## src/rtl/svf_pkg.sv

```systemverilog
package svf_pkg;
  typedef enum logic [1:0] {
    EVT_NONE      = 2'b00,
    EVT_VIC_DIRTY = 2'b01,
    EVT_VIC_CLEAN = 2'b10,
    EVT_DROP      = 2'b11
  } evt_kind_e;
endpackage

```

## src/rtl/svf_store.sv

```systemverilog
module svf_store #(
  parameter int NUM_CORES = 4,
  parameter int IDX_W     = 3,
  parameter int CORE_W    = 2,
  parameter type strobe_t = logic
) (
  input  logic              clk,
  input  logic              rst_n,
  input  strobe_t           strobes,
  input  logic [IDX_W-1:0]  rdIdx,
  input  logic [CORE_W-1:0] rdCore,
  output logic              rdBit
);
  localparam int DEPTH = 1 << IDX_W;

  logic [NUM_CORES-1:0] ignoreTbl [DEPTH];
  logic [NUM_CORES-1:0] clrMask;

  assign clrMask = NUM_CORES'(1) << strobes.clrCore;
  assign rdBit   = ignoreTbl[rdIdx][rdCore];

  for (genvar r = 0; r < DEPTH; r++) begin : g_row
    logic [NUM_CORES-1:0] rowNext;
    always_comb begin
      rowNext = ignoreTbl[r];
      if (strobes.clrEn && strobes.clrIdx == IDX_W'(r))
        rowNext[strobes.clrCore] = 1'b0;
      if (strobes.setEn && strobes.setIdx == IDX_W'(r))
        rowNext[strobes.setCore] = 1'b1;
    end
    always_ff @(posedge clk or negedge rst_n) begin
      if (!rst_n) ignoreTbl[r] <= '0;
      else        ignoreTbl[r] <= rowNext;
    end
  end

  AST_SET_STICKS: assert property (@(posedge clk) disable iff (!rst_n)
    strobes.setEn |=> ignoreTbl[$past(strobes.setIdx)][$past(strobes.setCore)]);

  AST_CLEAR_TAKES: assert property (@(posedge clk) disable iff (!rst_n)
    strobes.clrEn && !(strobes.setEn && strobes.setIdx == strobes.clrIdx
                       && strobes.setCore == strobes.clrCore)
    |=> !ignoreTbl[$past(strobes.clrIdx)][$past(strobes.clrCore)]);

  AST_ROW_OTHERS_KEPT: assert property (@(posedge clk) disable iff (!rst_n)
    strobes.clrEn && !strobes.setEn
    |=> ((ignoreTbl[$past(strobes.clrIdx)] | $past(clrMask))
         == $past(ignoreTbl[strobes.clrIdx] | clrMask)));
endmodule

```

## src/rtl/svf_ctrl.sv

```systemverilog
module svf_ctrl
  import svf_pkg::*;
#(
  parameter int ADDR_W    = 16,
  parameter int IDX_W     = 3,
  parameter int CORE_W    = 2,
  parameter type strobe_t = logic
) (
  input  logic              clk,
  input  logic              rst_n,
  input  logic              vicValid,
  input  logic [ADDR_W-1:0] vicAddr,
  input  logic [CORE_W-1:0] vicCore,
  input  logic              vicDirty,
  input  logic              notifValid,
  input  logic [ADDR_W-1:0] notifAddr,
  input  logic [CORE_W-1:0] notifCore,
  input  logic              rdBit,
  output logic [IDX_W-1:0]  rdIdx,
  output logic [CORE_W-1:0] rdCore,
  output strobe_t           strobes,
  output logic              evtValid,
  output logic [1:0]        evtKind,
  output logic [ADDR_W-1:0] evtAddr,
  output logic [CORE_W-1:0] evtCore
);
  evt_kind_e kindNext;

  assign rdIdx  = vicAddr[IDX_W-1:0];
  assign rdCore = vicCore;

  always_comb begin
    strobes         = '0;
    strobes.setEn   = notifValid;
    strobes.setIdx  = notifAddr[IDX_W-1:0];
    strobes.setCore = notifCore;
    strobes.clrEn   = vicValid && rdBit;
    strobes.clrIdx  = vicAddr[IDX_W-1:0];
    strobes.clrCore = vicCore;
  end

  always_comb begin
    if (!vicValid)    kindNext = EVT_NONE;
    else if (rdBit)   kindNext = EVT_DROP;
    else if (vicDirty) kindNext = EVT_VIC_DIRTY;
    else              kindNext = EVT_VIC_CLEAN;
  end

  always_ff @(posedge clk or negedge rst_n) begin
    if (!rst_n) begin
      evtValid <= 1'b0;
      evtKind  <= EVT_NONE;
      evtAddr  <= '0;
      evtCore  <= '0;
    end else begin
      evtValid <= vicValid;
      evtKind  <= kindNext;
      evtAddr  <= vicValid ? vicAddr : '0;
      evtCore  <= vicValid ? vicCore : '0;
    end
  end

  AST_ONE_EVENT_PER_VICTIM: assert property (@(posedge clk) disable iff (!rst_n)
    vicValid |=> evtValid);
  AST_NO_SPURIOUS_EVENT: assert property (@(posedge clk) disable iff (!rst_n)
    !vicValid |=> !evtValid);
  AST_MARKED_DROPS: assert property (@(posedge clk) disable iff (!rst_n)
    vicValid && rdBit |=> evtKind == EVT_DROP);
  AST_UNMARKED_PASSES: assert property (@(posedge clk) disable iff (!rst_n)
    vicValid && !rdBit |=> evtKind != EVT_DROP && evtAddr == $past(vicAddr));
  AST_KIND_LEGAL: assert property (@(posedge clk) disable iff (!rst_n)
    evtValid |-> evtKind != EVT_NONE);
endmodule

```

## src/rtl/stale_victim_filter.sv

```systemverilog
module stale_victim_filter #(
  parameter int ADDR_W    = 16,
  parameter int NUM_CORES = 4,
  parameter int IDX_W     = 3,
  localparam int CORE_W   = (NUM_CORES > 1) ? $clog2(NUM_CORES) : 1
) (
  input  logic              clk,
  input  logic              rst_n,
  input  logic              vicValid,
  input  logic [ADDR_W-1:0] vicAddr,
  input  logic [CORE_W-1:0] vicCore,
  input  logic              vicDirty,
  input  logic              notifValid,
  input  logic [ADDR_W-1:0] notifAddr,
  input  logic [CORE_W-1:0] notifCore,
  output logic              evtValid,
  output logic [1:0]        evtKind,
  output logic [ADDR_W-1:0] evtAddr,
  output logic [CORE_W-1:0] evtCore
);
  typedef struct packed {
    logic              setEn;
    logic [IDX_W-1:0]  setIdx;
    logic [CORE_W-1:0] setCore;
    logic              clrEn;
    logic [IDX_W-1:0]  clrIdx;
    logic [CORE_W-1:0] clrCore;
  } strobe_t;

  strobe_t           strobes;
  logic [IDX_W-1:0]  rdIdx;
  logic [CORE_W-1:0] rdCore;
  logic              rdBit;

  svf_ctrl #(.ADDR_W(ADDR_W), .IDX_W(IDX_W), .CORE_W(CORE_W), .strobe_t(strobe_t)) i_ctrl (
    .clk(clk), .rst_n(rst_n),
    .vicValid(vicValid), .vicAddr(vicAddr), .vicCore(vicCore), .vicDirty(vicDirty),
    .notifValid(notifValid), .notifAddr(notifAddr), .notifCore(notifCore),
    .rdBit(rdBit), .rdIdx(rdIdx), .rdCore(rdCore), .strobes(strobes),
    .evtValid(evtValid), .evtKind(evtKind), .evtAddr(evtAddr), .evtCore(evtCore)
  );

  svf_store #(.NUM_CORES(NUM_CORES), .IDX_W(IDX_W), .CORE_W(CORE_W), .strobe_t(strobe_t)) i_store (
    .clk(clk), .rst_n(rst_n), .strobes(strobes),
    .rdIdx(rdIdx), .rdCore(rdCore), .rdBit(rdBit)
  );
endmodule

```

## config.mk

```make
export PLATFORM = sky130hd
export DESIGN_NAME = stale_victim_filter
export DESIGN_NICKNAME = d
export VERILOG_FILES = /design/src/rtl/svf_pkg.sv /design/src/rtl/svf_store.sv /design/src/rtl/svf_ctrl.sv /design/src/rtl/stale_victim_filter.sv
export SDC_FILE = /design/constraint.sdc
export NUM_CORES = 1
export LEC_CHECK = 0
export ABC_AREA = 1
export BUFFER_PORTS_ARGS = -buffer_cell sky130_fd_sc_hd__buf_2
export CELL_PAD_IN_SITES_DETAIL_PLACEMENT = 0
export CELL_PAD_IN_SITES_GLOBAL_PLACEMENT = 1
export CORE_ASPECT_RATIO = 0.8
export CORE_MARGIN = 4
export CORE_UTILIZATION = 42
export DETAILED_ROUTE_END_ITERATION = 16
export GPL_ROUTABILITY_DRIVEN = 0
export GPL_TIMING_DRIVEN = 0
export MAX_ROUTING_LAYER = met4
export PLACE_DENSITY = 0.91
export RECOVER_POWER = 50
export SLEW_MARGIN = 10
export SYNTH_ARGS = -nofsm -noshare
export SYNTH_HDL_FRONTEND = slang
export SYNTH_SLANG_ARGS = --single-unit
```

## constraint.sdc

```tcl
create_clock -name clk -period 2.65 [get_ports clk]
set_input_delay 0.265 -clock clk [delete_from_list [all_inputs] [get_ports clk]]
set_output_delay 0.265 -clock clk [all_outputs]
set_load 0.1 [all_outputs]
```

# == Yosys cells after proc, flatten, opt, wreduce, memory -nomap -nowiden ==
# Index checks and enable logic that the tools add are counted.
# classes
n_mux,30
n_mul,0
div,0
eq_ne,14
order_cmp,5
bitwise,18
n_addsub,0
n_reduce_logical,21
shift,0
# op_table
op,n
$mux 4,18
$and 4x4->4,8
$or 4x4->4,8
$eq 3x3->1 const B,8
$logic_and 1x1->1,19
$mux 16,1
$bmux 4 s3,1
$eq 3x2->1 const B,4
$mux 2,4
$eq 3x1->1 const B,2
$logic_not 3->1,2
$lt 2x3->1 const B,2
$demux 1 s2,2
$ge 2x1->1 const B,2
$ge 4x4->1 const B,1
$not 3->4,1
$not 4->4,1
$mux 1,3
$bmux 1 s2,1
# totals
in_bits,41
word_cells,100
ram_bits,0
mem_count,0
output_inout_bits,21
latchBits,0
reg_bits,53
rom_bits,0

# == Longest topological paths before layout ==
# Gate-level depths: netlist of run 1.
# depth
word_depth,11
depth_mapped,15
depth_no_buf,12

# == Modules after synthesis ==
# Synthesis of run 1 repeated with hierarchy kept, for this count alone.
# hier_totals
hier_cells,306
hier_area_um2,2519.9
# by_module_without_submodules
mod,area_each_um2,seq_area_each_um2,cells_per_inst,instances
svf_store,1685.4,800.8,224,1
svf_ctrl,834.6,525.5,82,1

# == Worst setup path after synthesis of run 1 ==
# Ideal clock, no wire load.
# synth_path
path_kind,input-to-reg
startpoint,input vicAddr[0]
endpoint,register i_store.ignoreTbl[0] in the netlist's numbering
setup_time_ns,0.125
path_buffers,2
path_slack_ns,1.133
t_required_ns,2.525
path_stages,12
t_arrival_ns,1.392
cell_sequence,buf_6 nor2_2 a21oi_1 nand3_1 nand3_1 nand2_1 inv_2 nand2_4 buf_12 nand2_2 nand2_1 nand3_1
# synth_between
elab_chain_cells,11
word_cells_on_any_way,12
classes_between,1 x eq/ne; 7 x mux; 2 x bitwise; 2 x reduce/logical
# synth_rtl
item,line_no,rtl
from (decl),stale_victim_filter.sv:10,"input logic [ADDR_W-1:0] vicAddr,"
$not 3->4 (implied by the code),svf_store.sv:20,assign rdBit = ignoreTbl[rdIdx][rdCore];
$bmux 4 s3,svf_store.sv:20,
$mux 4 (implied by the code) (2 in series),svf_store.sv:20,
$bmux 1 s2,svf_store.sv:20,
$mux 1 (implied by the code),svf_store.sv:20,
$logic_and 1x1->1,svf_ctrl.sv:37,strobes.clrEn = vicValid && rdBit;
$logic_and 1x1->1 (*),svf_store.sv:26,if (strobes.clrEn && strobes.clrIdx == IDX_W'(r))
$mux 4 (*),svf_store.sv:26,
$or 4x4->4 (no source line),--,
$mux 4 (*),svf_store.sv:28,if (strobes.setEn && strobes.setIdx == IDX_W'(r))
via i_store.g_row[7].rowNext[0],svf_store.sv:23,logic [NUM_CORES-1:0] rowNext;
"to (signal, indexed assignment)",svf_store.sv:33,else ignoreTbl[r] <= rowNext;
to (decl),svf_store.sv:16,logic [NUM_CORES-1:0] ignoreTbl [DEPTH];
# The timed path passes the listed nets; every way through them passes the cells marked *. The select of a mux whose other input is x is not followed.

# == Worst setup path in the final report of run 1 ==
# layout_path
startpoint,register i_store.ignoreTbl[20] in the netlist's numbering
endpoint,register i_store.ignoreTbl[10] in the netlist's numbering
# layout_between
elab_chain_cells,10
# layout_rtl
item,line_no
$bmux 4 s3 (*),svf_store.sv:20
$mux 4 (implied by the code) (*) (2 in series),svf_store.sv:20
$bmux 1 s2 (*),svf_store.sv:20
$mux 1 (implied by the code) (*),svf_store.sv:20
$logic_and 1x1->1 (*),svf_ctrl.sv:37
$logic_and 1x1->1 (*),svf_store.sv:26
$mux 4 (*),svf_store.sv:26
$or 4x4->4 (no source line),--
$mux 4 (*),svf_store.sv:28
via i_store.g_row[5].rowNext[2],svf_store.sv:23
# Marked as above.

==> results of run 1 <==
-- registers in the layout (all words and copies together) (netlist names) --
name / count
i_ctrl.evtCore: 2
i_store.ignoreTbl: 32
i_ctrl.evtValid: 1
i_ctrl.evtKind: 2
i_ctrl.evtAddr: 16
-- cell usage in the layout, fill, tap and decap left out --
cell	netlist	final
inv_6	0	1
clkinv_4	0	2
buf_4	3	3
nand2_1	145	145
nand2_2	1	1
nand4_1	32	32
clkbuf_2	0	1
buf_12	1	1
nand3_4	3	3
nand3_1	45	45
inv_1	49	49
clkbuf_8	0	5
clkbuf_1	2	4
nor2_1	32	32
inv_2	3	3
buf_2	4	49
dfrtp_1	53	53
nand2_4	4	4
a21oi_1	2	2
nor3_1	3	3
nor2_4	1	1
o21ai_0	6	6
buf_6	2	2
nor2_2	1	1
-- final timing paths --
kind | startpoint | to | slack [ns] | cells past startpoint
setup / recovery | i_store.ignoreTbl[20] | i_store.ignoreTbl[10] | 1.02 | 12
hold / removal | vicValid | i_ctrl.evtValid | 0.12 | 1
setup reg to reg | i_store.ignoreTbl[20] | i_store.ignoreTbl[10] | 1.02 | 12
hold reg to reg | i_store.ignoreTbl[31] | i_store.ignoreTbl[31] | 0.49 | 2
max in group asynchronous | rst_n | i_ctrl.evtAddr[2] | 1.61 | 1
min in group asynchronous | rst_n | i_ctrl.evtAddr[8] | 0.23 | 1
-- stage by stage --
step                      setup slack [ns]  util (%)  power, mW  cells
after global placement               0.875      49.3       2.02    524
after floorplan                       1.13         -       1.82    393
final                                 1.02      50.7       2.53    532
after global routing                 0.790      50.7       2.70    532
after CTS                             1.07      50.8       2.53    532
after detailed placement             0.871      49.3       2.04    524
-- final cells by class --
cell class | count | area (µm²) | share of cell area, %
plain buffers | 13 | 96.3 | 2.90
clock buffers | 5 | 68.8 | 2.07
clock inverters | 3 | 26.3 | 0.792
inverters | 52 | 195 | 5.88
multi-input cells | 275 | 1270 | 38.2
flip-flops and latches | 53 | 1330 | 40.0
well taps | 84 | 105 | 3.17
repair buffers | 47 | 234 | 7.05
-- layer usage --
layer  vias to the layer above  track usage [%]
li1                       1354                -
met1                      1283             29.7
met2                       121             28.9
met3                        19             4.70
met4                         0             5.38
met5                         -                -
-- power by group --
part / switching (mW) / internal [mW]
registers: 0.177 / 1.03
clock network: 0.294 / 0.193
logic: 0.555 / 0.274
total: 1.03 / 1.50
-- logic make-up (layout without fill, tap and decap cells) --
| kind of cell | after synthesis | after routing |
|---|---|---|
| simple gates | 267 | 267 |
| buf+inv | 65 | 120 |
| flops | 53 | 53 |
| compound gates | 8 | 8 |
-- worst reg2reg max path, delay by kind of cell (launching register included) --
family                 cells  cell delay, ns
buffers and inverters      3            0.28
AO/OA/AOI/OAI              1            0.16
flip-flops                 1            0.36
AND/OR/NAND/NOR            8            0.71
==> results.toml, run 1 <==
[layout]
fin_nets = 488
nFillCells = 653
layout-drive-gt1-share_pct = 17.2
final_cell_area_um2 = 3320
area_delta_synth_final_pct = 15.1
antenna_cells = 0

[clock_tree]
clockBufferDepth = 2
cts_inserted_buffers = 5
htreeDepth = 2
cts-hold-fix-buffers = 0
cts.sinks = 53
clk_pin_slew_ns = 0.10
root_buffer = "clkbuf_8"
cts_setup_buffers = 0
ctsResizeCount = 0
cts_tree = "done"
worstSkewPairLatency_ns = 0.32

[global_route]
grt_pass1_vias = 2503
grt.overflow.total = 0
grtUsageTotal_pct = 20.5
grt_max_degree = 54
antenna_found_initial = 0
grt_pass1_wl_um = 12800

[logic_synthesis]
synth_compound_area_share_pct = 1.39
ys_seq_elements = 53
synthesis.area_um2 = 2880
synthTopCellsByArea = "dfrtp_1 46%, nand2_1 19%, nand3_1 7.8%, nand4_1 6.9%, inv_1 6.4%"
muxShareOfSynthArea_pct = 0
ys_async_sr_fraction_pct = 100
synth_cell_type_count = 21
synth_flop_cell = "dfrtp_1"
yosys.area.top_type = "dfrtp_1"
syn_inst = 393
synth_common_cells = "145 x nand2_1, 53 x dfrtp_1, 49 x inv_1"
yosysWarnings = 0
synth_top_area_share_pct = 46.0
synth_top_family_by_area = "simple AND/OR/NAND/NOR gates"
synthAdderAreaFrac_pct = 0
synthXorXnorAreaFrac_pct = 0
syn_avg_cell_area_um2 = 7.34
synthesis.nets = 434
synth-simple-area-share_pct = 42.5
ys_seq_area_share_pct = 46.0
yosysMostFrequentCell = "nand2_1"
synth-edff-count = 0

[placed_design]
port_buffers = 47
placed_area_um2 = 3220
place_hpwl_um = 5750

[worst_setup_path]
cp_top_family = "simple AND/OR/NAND/NOR gates"
critPathSlowestCell = "dfrtp_1"
worstPathCellList = "inv_1 > o21ai_0 > nand2_1 > nand3_1 > nand3_1 > nand2_1 > inv_2 > nand2_4 > buf_12 > nand2_4 > nand2_1 > nand3_1"
cp_data_required_time_ns = 2.84
slowest_delay_ns = 0.36
critPathKind = "flop to flop"
critical_path_buf_inv_count = 3
arrival_ns = 1.82
end_kind = "flop"
critPathLaunchType = "flop"
crit_fanout = 10

[floorplanning]
fp-row-count = 26
die_area_um2 = 8260
start_util_pct = 44.1
die_h_um = 82.1
io_pins = 62
die-width_um = 101
design.core.area_um2 = 6540

[routing]
wl_met1_um = 3750
first_pass_iters = 5
viasPerCell = 5.22
wl_met2_um = 3320
post-route-drc-count = 0
vias = 2777
wl_per_cell_um = 14.9
met3WireLength_um = 736
ant_nets = 0
drtIter0Drc = 255
top_layer = "met4"
finalWirelength_um = 7930

[sta]
setup_viol = 0
rsz0062_at_grt = "no"
max_clock_freq_mhz = 613
hold_viol = 0
tightestPinTransition_ns = 1.32
relSlewSlack_pct = 11.7
min_period_ns = 1.63
hold_ws_ns = 0.124
slew_viol_final = 0
clock_skew_ns = 0.0135
fin_setup_tns_ns = 0
finalCritPeriodShare_pct = 61.5

[status]
status = "completed"

[power_and_ir_drop]
p_per_area_nw_per_um2 = 762
leakagePower_nw = 1.86
vdd.ir_drop.worst_uv = 346

[flow_run]
maxCapViolCount = 0

[worst_hold_path]
hp-class = "input pin to flop"
No activity file was read; power rests on OpenSTA's default activity.
==> run 2: changes to the inputs <==
--- a/config.mk
+++ b/config.mk
@@ -5,18 +5,18 @@
 export SDC_FILE = /design/constraint.sdc
 export NUM_CORES = 1
 export LEC_CHECK = 0
-export ABC_AREA = 1
+export ABC_AREA = 0
 export BUFFER_PORTS_ARGS = -buffer_cell sky130_fd_sc_hd__buf_2
 export CELL_PAD_IN_SITES_DETAIL_PLACEMENT = 0
 export CELL_PAD_IN_SITES_GLOBAL_PLACEMENT = 1
 export CORE_ASPECT_RATIO = 0.8
 export CORE_MARGIN = 4
-export CORE_UTILIZATION = 42
+export CORE_UTILIZATION = 36
 export DETAILED_ROUTE_END_ITERATION = 16
 export GPL_ROUTABILITY_DRIVEN = 0
 export GPL_TIMING_DRIVEN = 0
 export MAX_ROUTING_LAYER = met4
-export PLACE_DENSITY = 0.91
+export PLACE_DENSITY = 0.81
 export RECOVER_POWER = 50
 export SLEW_MARGIN = 10
 export SYNTH_ARGS = -nofsm -noshare
==> constraint.sdc (replaced) <==
create_clock -name clk -period 1.5 [get_ports clk]
set_input_delay 0.15 -clock clk [delete_from_list [all_inputs] [get_ports clk]]
set_output_delay 0.15 -clock clk [all_outputs]
set_load 0.1 [all_outputs]
==> run 2 against run 1 <==
The flow now finishes with violations (negative setup slack). Die area down 1.1%. Clock power up 110%. Total power up 52%. Synthesized cell count down 37%. Final cell count down 27%. Register-to-register slack worse by 1.2 ns. Sequential share of layout area up 4.5 points. Via count down 28%. Critical path depth down 8. Clock skew down 0.0076 ns. Maximum frequency down 0.91%.
==> results.toml, run 2 <==
[layout]
stdcell_count = 391
mostFrequentLayoutCell = "nand2_1"
layout-drive-gt1-share_pct = 24.1
area_delta_synth_final_pct = 22.2
antenna_cells = 0
nFillCells = 623
final_cell_mix = "63 x nand2_1, 53 x dfrtp_1, 46 x buf_2"
largest_register = "i_store.ignoreTbl"
largest_register_ff_count = 32
largestRegisters = "i_store.ignoreTbl: 32 flops, i_ctrl.evtAddr: 16 flops"
fin_nets = 347
final_cell_area_um2 = 2980

[worst_setup_path]
cp_data_required_time_ns = 1.70
reg2reg_depth = 4
critPathLaunchType = "flop"
end_kind = "flop"
arrival_ns = 1.85
crit_fanout = 7
critPathKind = "flop to flop"

[global_route]
use_met1_pct = 22.2
grt_pass1_vias = 1895
grtUsageTotal_pct = 16.3
antenna_found_initial = 0
grtUsageMet2_pct = 25.0
grtUsageMet3_pct = 3.14
grt.overflow.total = 0
busiest_layer = "met2"
grt_max_degree = 54
grt_pass1_wl_um = 9990

[sta]
clock_skew_ns = 0.00592
min_period_ns = 1.65
finalCritPeriodShare_pct = 110
rsz0062_at_grt = "yes"
hold_viol = 0
max_clock_freq_mhz = 608
slew_viol_final = 0
setup_viol = 22
fin_ws_ns = -0.146
hold_ws_ns = 0.0490
tightestPinTransition_ns = 0.794
relSlewSlack_pct = 46.7

[routing]
post-route-drc-count = 0
first_pass_iters = 5
viasPerCell = 5.10
drtIter0Drc = 130
vias = 1993
wl_per_cell_um = 15.8
ant_nets = 0
finalWirelength_um = 6190

[logic_synthesis]
synth_top_area_share_pct = 54.3
syn_inst = 247
ys_seq_elements = 53
yosysWarnings = 0
ys_async_sr_fraction_pct = 100
yosys.area.top_type = "dfrtp_1"
synth_flop_cell = "dfrtp_1"
yosysMostFrequentCell = "nand2_1"
synth_common_cells = "63 x nand2_1, 53 x dfrtp_1, 19 x and2_1, 19 x o21ai_1, 14 x a21oi_1"
ys_seq_area_share_pct = 54.3
synthTopCellsByArea = "dfrtp_1 54%, nand2_1 9.7%, and2_1 4.9%, o21ai_1 3.9%, mux4_2 3.7%"
syn_avg_cell_area_um2 = 9.88
synthesis.area_um2 = 2440
synth_cell_type_count = 27
synth-edff-count = 0
synthesis.nets = 288

[power_and_ir_drop]
leakagePower_nw = 1.34
p_per_area_nw_per_um2 = 1290
vdd.ir_drop.worst_uv = 432
power_mw = 3.85

[placed_design]
placed_area_um2 = 2780
place_hpwl_um = 4380
port_buffers = 46
pre_cts_ws_ns = -0.418
dp_cells = 377

[clock_tree]
htreeDepth = 2
root_buffer = "clkbuf_8"
cts_tree = "done"
worstSkewPairLatency_ns = 0.30
cts_inserted_buffers = 5
clk_pin_slew_ns = 0.09
clockBufferDepth = 2
cts.sinks = 53

[floorplanning]
die-width_um = 100
start_util_pct = 37.7
fp-row-count = 26
die_area_um2 = 8170
die_h_um = 81.7
io_pins = 62
design.core.area_um2 = 6470

[status]
status = "finished, violations left"
violations = "negative setup slack"

[worst_hold_path]
min_path_cells = 2
hp-class = "input pin to flop"

[flow_run]
maxCapViolCount = 0
[run 2: path summary, 6_finish.rpt]
path	start	endpoint	slack, ns
setup / recovery	i_store.ignoreTbl[1]	i_ctrl.evtKind[1]	-0.15
hold / removal	vicAddr[11]	i_ctrl.evtAddr[11]	0.05
setup reg to reg	i_store.ignoreTbl[1]	i_ctrl.evtKind[1]	-0.15
hold reg to reg	i_store.ignoreTbl[10]	i_store.ignoreTbl[10]	0.49
max in group asynchronous	rst_n	i_store.ignoreTbl[25]	0.59
min in group asynchronous	rst_n	i_ctrl.evtAddr[13]	0.45
[run 2: where the power goes]
part / internal, mW / switching, mW / total, mW
clock network: 0.545 / 0.464 / 1.01
logic: 0.346 / 0.660 / 1.01
registers: 1.70 / 0.138 / 1.84
[run 2: metrics by stage]
stage          utilization, %  setup TNS [ns]
4_1_cts                  45.6           -1.24
3_3_place_gp             42.9           -3.43
3_5_place_dp             42.9           -3.37
5_1_grt                  46.1           -2.09
2_1_floorplan               -          -0.147
6_report                 46.1           -1.12
[run 2: per-layer routing]
layer,share of wire [%],vias to the layer above
li1,-,953
met1,44,967
met2,49,67
met3,6.6,6
met4,0.86,0
met5,0,-
[run 2: worst max-delay path: stages, from the launching register on]
cell     delay [ns]
dfrtp_1        0.39
mux4_2         0.52
o32ai_4        0.17
nand4_4        0.23
o21a_1         0.22
[run 2: cell families after synthesis]
| logic type | Yosys count | synth area share, % |
|---|---|---|
| buffers and inverters | 15 | 2.87 |
| multiplexers | 8 | 5.33 |
| AND/OR/NAND/NOR | 118 | 22.8 |
| AO/OA/AOI/OAI | 53 | 14.7 |
| flip-flops | 53 | 54.3 |
[run 2: area by class of cell]
type	instances	area [µm²]	area share, %
Buffer	10	51.3	1.72
Clock buffer	7	86.3	2.89
Clock inverter	1	30.0	1.01
Inverter	5	18.8	0.629
Multi-Input combinational cell	179	1080	36.1
Sequential cell	53	1330	44.5
Tap cell	84	105	3.52
Timing Repair Buffer	52	289	9.69
[run 2: timing repair]
action | in CTS | in global routing
setup endpoints to repair | 23 | 34
hold buffers | 1 | 1
gates resized for setup | 2 | 10
setup buffers | 4 | 0
pin swaps | 5 | 4
hold endpoints to repair | 1 | 53
gates cloned | 0 | 0
==> run 3: changes to the inputs <==
--- a/config.mk
+++ b/config.mk
@@ -12,6 +12,7 @@
 export CORE_ASPECT_RATIO = 0.8
 export CORE_MARGIN = 4
 export CORE_UTILIZATION = 36
+export CTS_CLUSTER_DIAMETER = 100
 export DETAILED_ROUTE_END_ITERATION = 16
 export GPL_ROUTABILITY_DRIVEN = 0
 export GPL_TIMING_DRIVEN = 0
@@ -21,4 +22,5 @@
 export SLEW_MARGIN = 10
 export SYNTH_ARGS = -nofsm -noshare
 export SYNTH_HDL_FRONTEND = slang
+export SYNTH_HIERARCHICAL = 1
 export SYNTH_SLANG_ARGS = --single-unit
==> run 3 against run 2 <==
The flow still finishes with violations (negative setup slack). Synthesized area fell by 0.26%. Design area rose by 0.50%. Synthesized cell count fell by 6.1%. Critical path type unchanged. Largest cell class unchanged. Largest power group unchanged.
==> results.toml, run 3 <==
[worst_hold_path]
hp-class = "input pin to flop"

[global_route]
grt.overflow.total = 0
antenna_found_initial = 0
grt_pass1_vias = 1814
grt_pass1_wl_um = 9490
grtUsageTotal_pct = 15.7
grt_max_degree = 54

[logic_synthesis]
yosys.area.top_type = "dfrtp_1"
syn_avg_cell_area_um2 = 10.5
synthesis.area_um2 = 2430
synthTopCellsByArea = "dfrtp_1 54%, o21ai_0 13%, mux2i_1 6.6%, buf_4 4.9%, and2_1 3.1%"
synth_common_cells = "64 x o21ai_0, 53 x dfrtp_1, 16 x buf_4, 16 x mux2i_1, 14 x nand2_1"
syn_inst = 232
synth_top_area_share_pct = 54.5
synth_cell_type_count = 25
synth-edff-count = 0
yosysWarnings = 6
ys_seq_area_share_pct = 54.5
ys_async_sr_fraction_pct = 100
synth_flop_cell = "dfrtp_1"
yosysMostFrequentCell = "o21ai_0"
ys_seq_elements = 53
synthesis.nets = 273

[routing]
viasPerCell = 5.02
vias = 1873
drtIter0Drc = 111
ant_nets = 0
finalWirelength_um = 5890
wl_per_cell_um = 15.8
first_pass_iters = 4
post-route-drc-count = 0

[worst_setup_path]
arrival_ns = 2.19
critPathKind = "flop to flop"
critPathLaunchType = "flop"
worstPathCellList = "mux2i_1 > a22oi_2 > nand3_1 > nand2_1 > a311o_1 > and2_4 > buf_4 > buf_4 > nand3_4 > o21ai_1 > o21ai_1"
end_kind = "flop"
slowest_delay_ns = 0.38
crit_fanout = 4
cp_data_required_time_ns = 1.74
critPathSlowestCell = "dfrtp_1"
critical_path_buf_inv_count = 2
cp_top_family = "compound AO/OA/AOI/OAI gates"

[floorplanning]
io_pins = 62
start_util_pct = 37.6
fp-row-count = 26
die_area_um2 = 8150
die_h_um = 81.6
design.core.area_um2 = 6470
die-width_um = 99.9

[sta]
min_period_ns = 1.95
fin_setup_tns_ns = -12.53
tightestPinTransition_ns = 0.714
finalCritPeriodShare_pct = 130
max_clock_freq_mhz = 513
hold_viol = 0
setup_viol = 34
clock_skew_ns = 0.00822
fin_ws_ns = -0.449
rsz0062_at_grt = "yes"
relSlewSlack_pct = 52.4
slew_viol_final = 0

[layout]
mostFrequentLayoutCell = "o21ai_1"
largest_register_ff_count = 32
nFillCells = 614
fin_nets = 329
antenna_cells = 0
fin_util_pct = 46.3
final_cell_mix = "54 x o21ai_1, 53 x dfrtp_1, 40 x buf_2"
layout-drive-gt1-share_pct = 34.9
area_delta_synth_final_pct = 23.1
seq_area_um2 = 1330
largestRegisters = "i_store/ignoreTbl: 32 flops, i_ctrl/evtAddr: 16 flops"
final_cell_area_um2 = 3000
largest_register = "i_store/ignoreTbl"
multiInputGateArea_um2 = 1020

[clock_tree]
clockBufferDepth = 2
cts_inserted_buffers = 5
worstSkewPairLatency_ns = 0.32
root_buffer = "clkbuf_8"
cts_tree = "done"
htreeDepth = 2
cts.sinks = 53
clk_pin_slew_ns = 0.09

[placed_design]
place_hpwl_um = 4280
port_buffers = 42
pre_cts_ws_ns = -0.823
placed_area_um2 = 2780

[power_and_ir_drop]
power_frac_clock_pct = 23.6
p_switching_mw = 1.20
comb_power_share_pct = 26.3
p_per_area_nw_per_um2 = 1200
leakagePower_nw = 1.33
power_mw = 3.61
p_int_mw = 2.41
swShare_pct = 33.3
vdd.ir_drop.worst_uv = 426
seqPwrFrac_pct = 50.1

[flow_run]
maxCapViolCount = 0

[status]
violations = "negative setup slack"
status = "finished, violations left"
-- run 3: cell types whose count changed in the layout (fill, tap and decap cells not counted), sizes merged, moves of 5 or more --
cell   change
nand2     -49
o21ai     +37
mux2i     +12
a21oi     -11
buf        +9
nor3       -8
nor2       -5
-- run 3: final timing paths --
check	from	to	slack (ns)	cells after the start
setup / recovery	i_store/ignoreTbl[17]	i_store/ignoreTbl[8]	-0.45	11
hold / removal	vicDirty	i_ctrl/evtKind[1]	0.02	2
setup reg to reg	i_store/ignoreTbl[17]	i_store/ignoreTbl[8]	-0.45	11
hold reg to reg	i_store/ignoreTbl[17]	i_store/ignoreTbl[17]	0.50	2
max in group asynchronous	rst_n	i_store/ignoreTbl[6]	0.59	2
min in group asynchronous	rst_n	i_store/ignoreTbl[5]	0.46	2
-- run 3: cells by family after synthesis --
family          Yosys count  synth area share [%]
flops                    53                  54.5
simple gates             65                  15.0
buf+inv                  23                  7.61
compound gates           75                  16.3
mux                      16                  6.58
-- run 3: area by class of cell --
cell class	instances	share of cell area [%]
Tap cell	84	3.51
Multi-Input combinational cell	156	33.9
Clock buffer	6	2.75
Sequential cell	53	44.2
Inverter	1	0.125
Clock inverter	2	0.459
Timing Repair Buffer	49	8.97
Buffer	22	6.05
-- run 3: layer usage --
metal	global-route usage, %	vias to the layer above	wire length (µm)
met5	-	-	0
met4	5.32	0	87
met3	2.55	9	282
met2	24.2	37	2830
met1	21.3	920	2690
li1	-	907	-
-- run 3: per-stage QoR --
stage / hold WS [ns] / instances
after floorplan: -0.146 / 232
after global placement: 0.334 / 358
after detailed placement: 0.335 / 358
after CTS: 0.00629 / 369
after global routing: 0.0144 / 373
final: 0.0179 / 373
-- run 3: repair_timing --
action / in CTS / in global routing
endpoints found under the hold margin: 0 / 54
gates resized for setup: 34 / 17
hold buffers: 0 / 2
pin swaps: 14 / 8
endpoints found under the setup margin: 33 / 34
buffers inserted: 3 / 2
-- run 3: power groups by stage --
stage / Combinational, mW / Clock (mW) / Sequential, mW
after floorplan: 0.428 / 0 / 2.03
after global placement: 0.841 / 0 / 1.82
final: 0.948 / 0.852 / 1.81
after CTS: 0.905 / 0.872 / 1.80
after detailed placement: 0.860 / 0 / 1.83
after global routing: 1.03 / 0.940 / 1.84
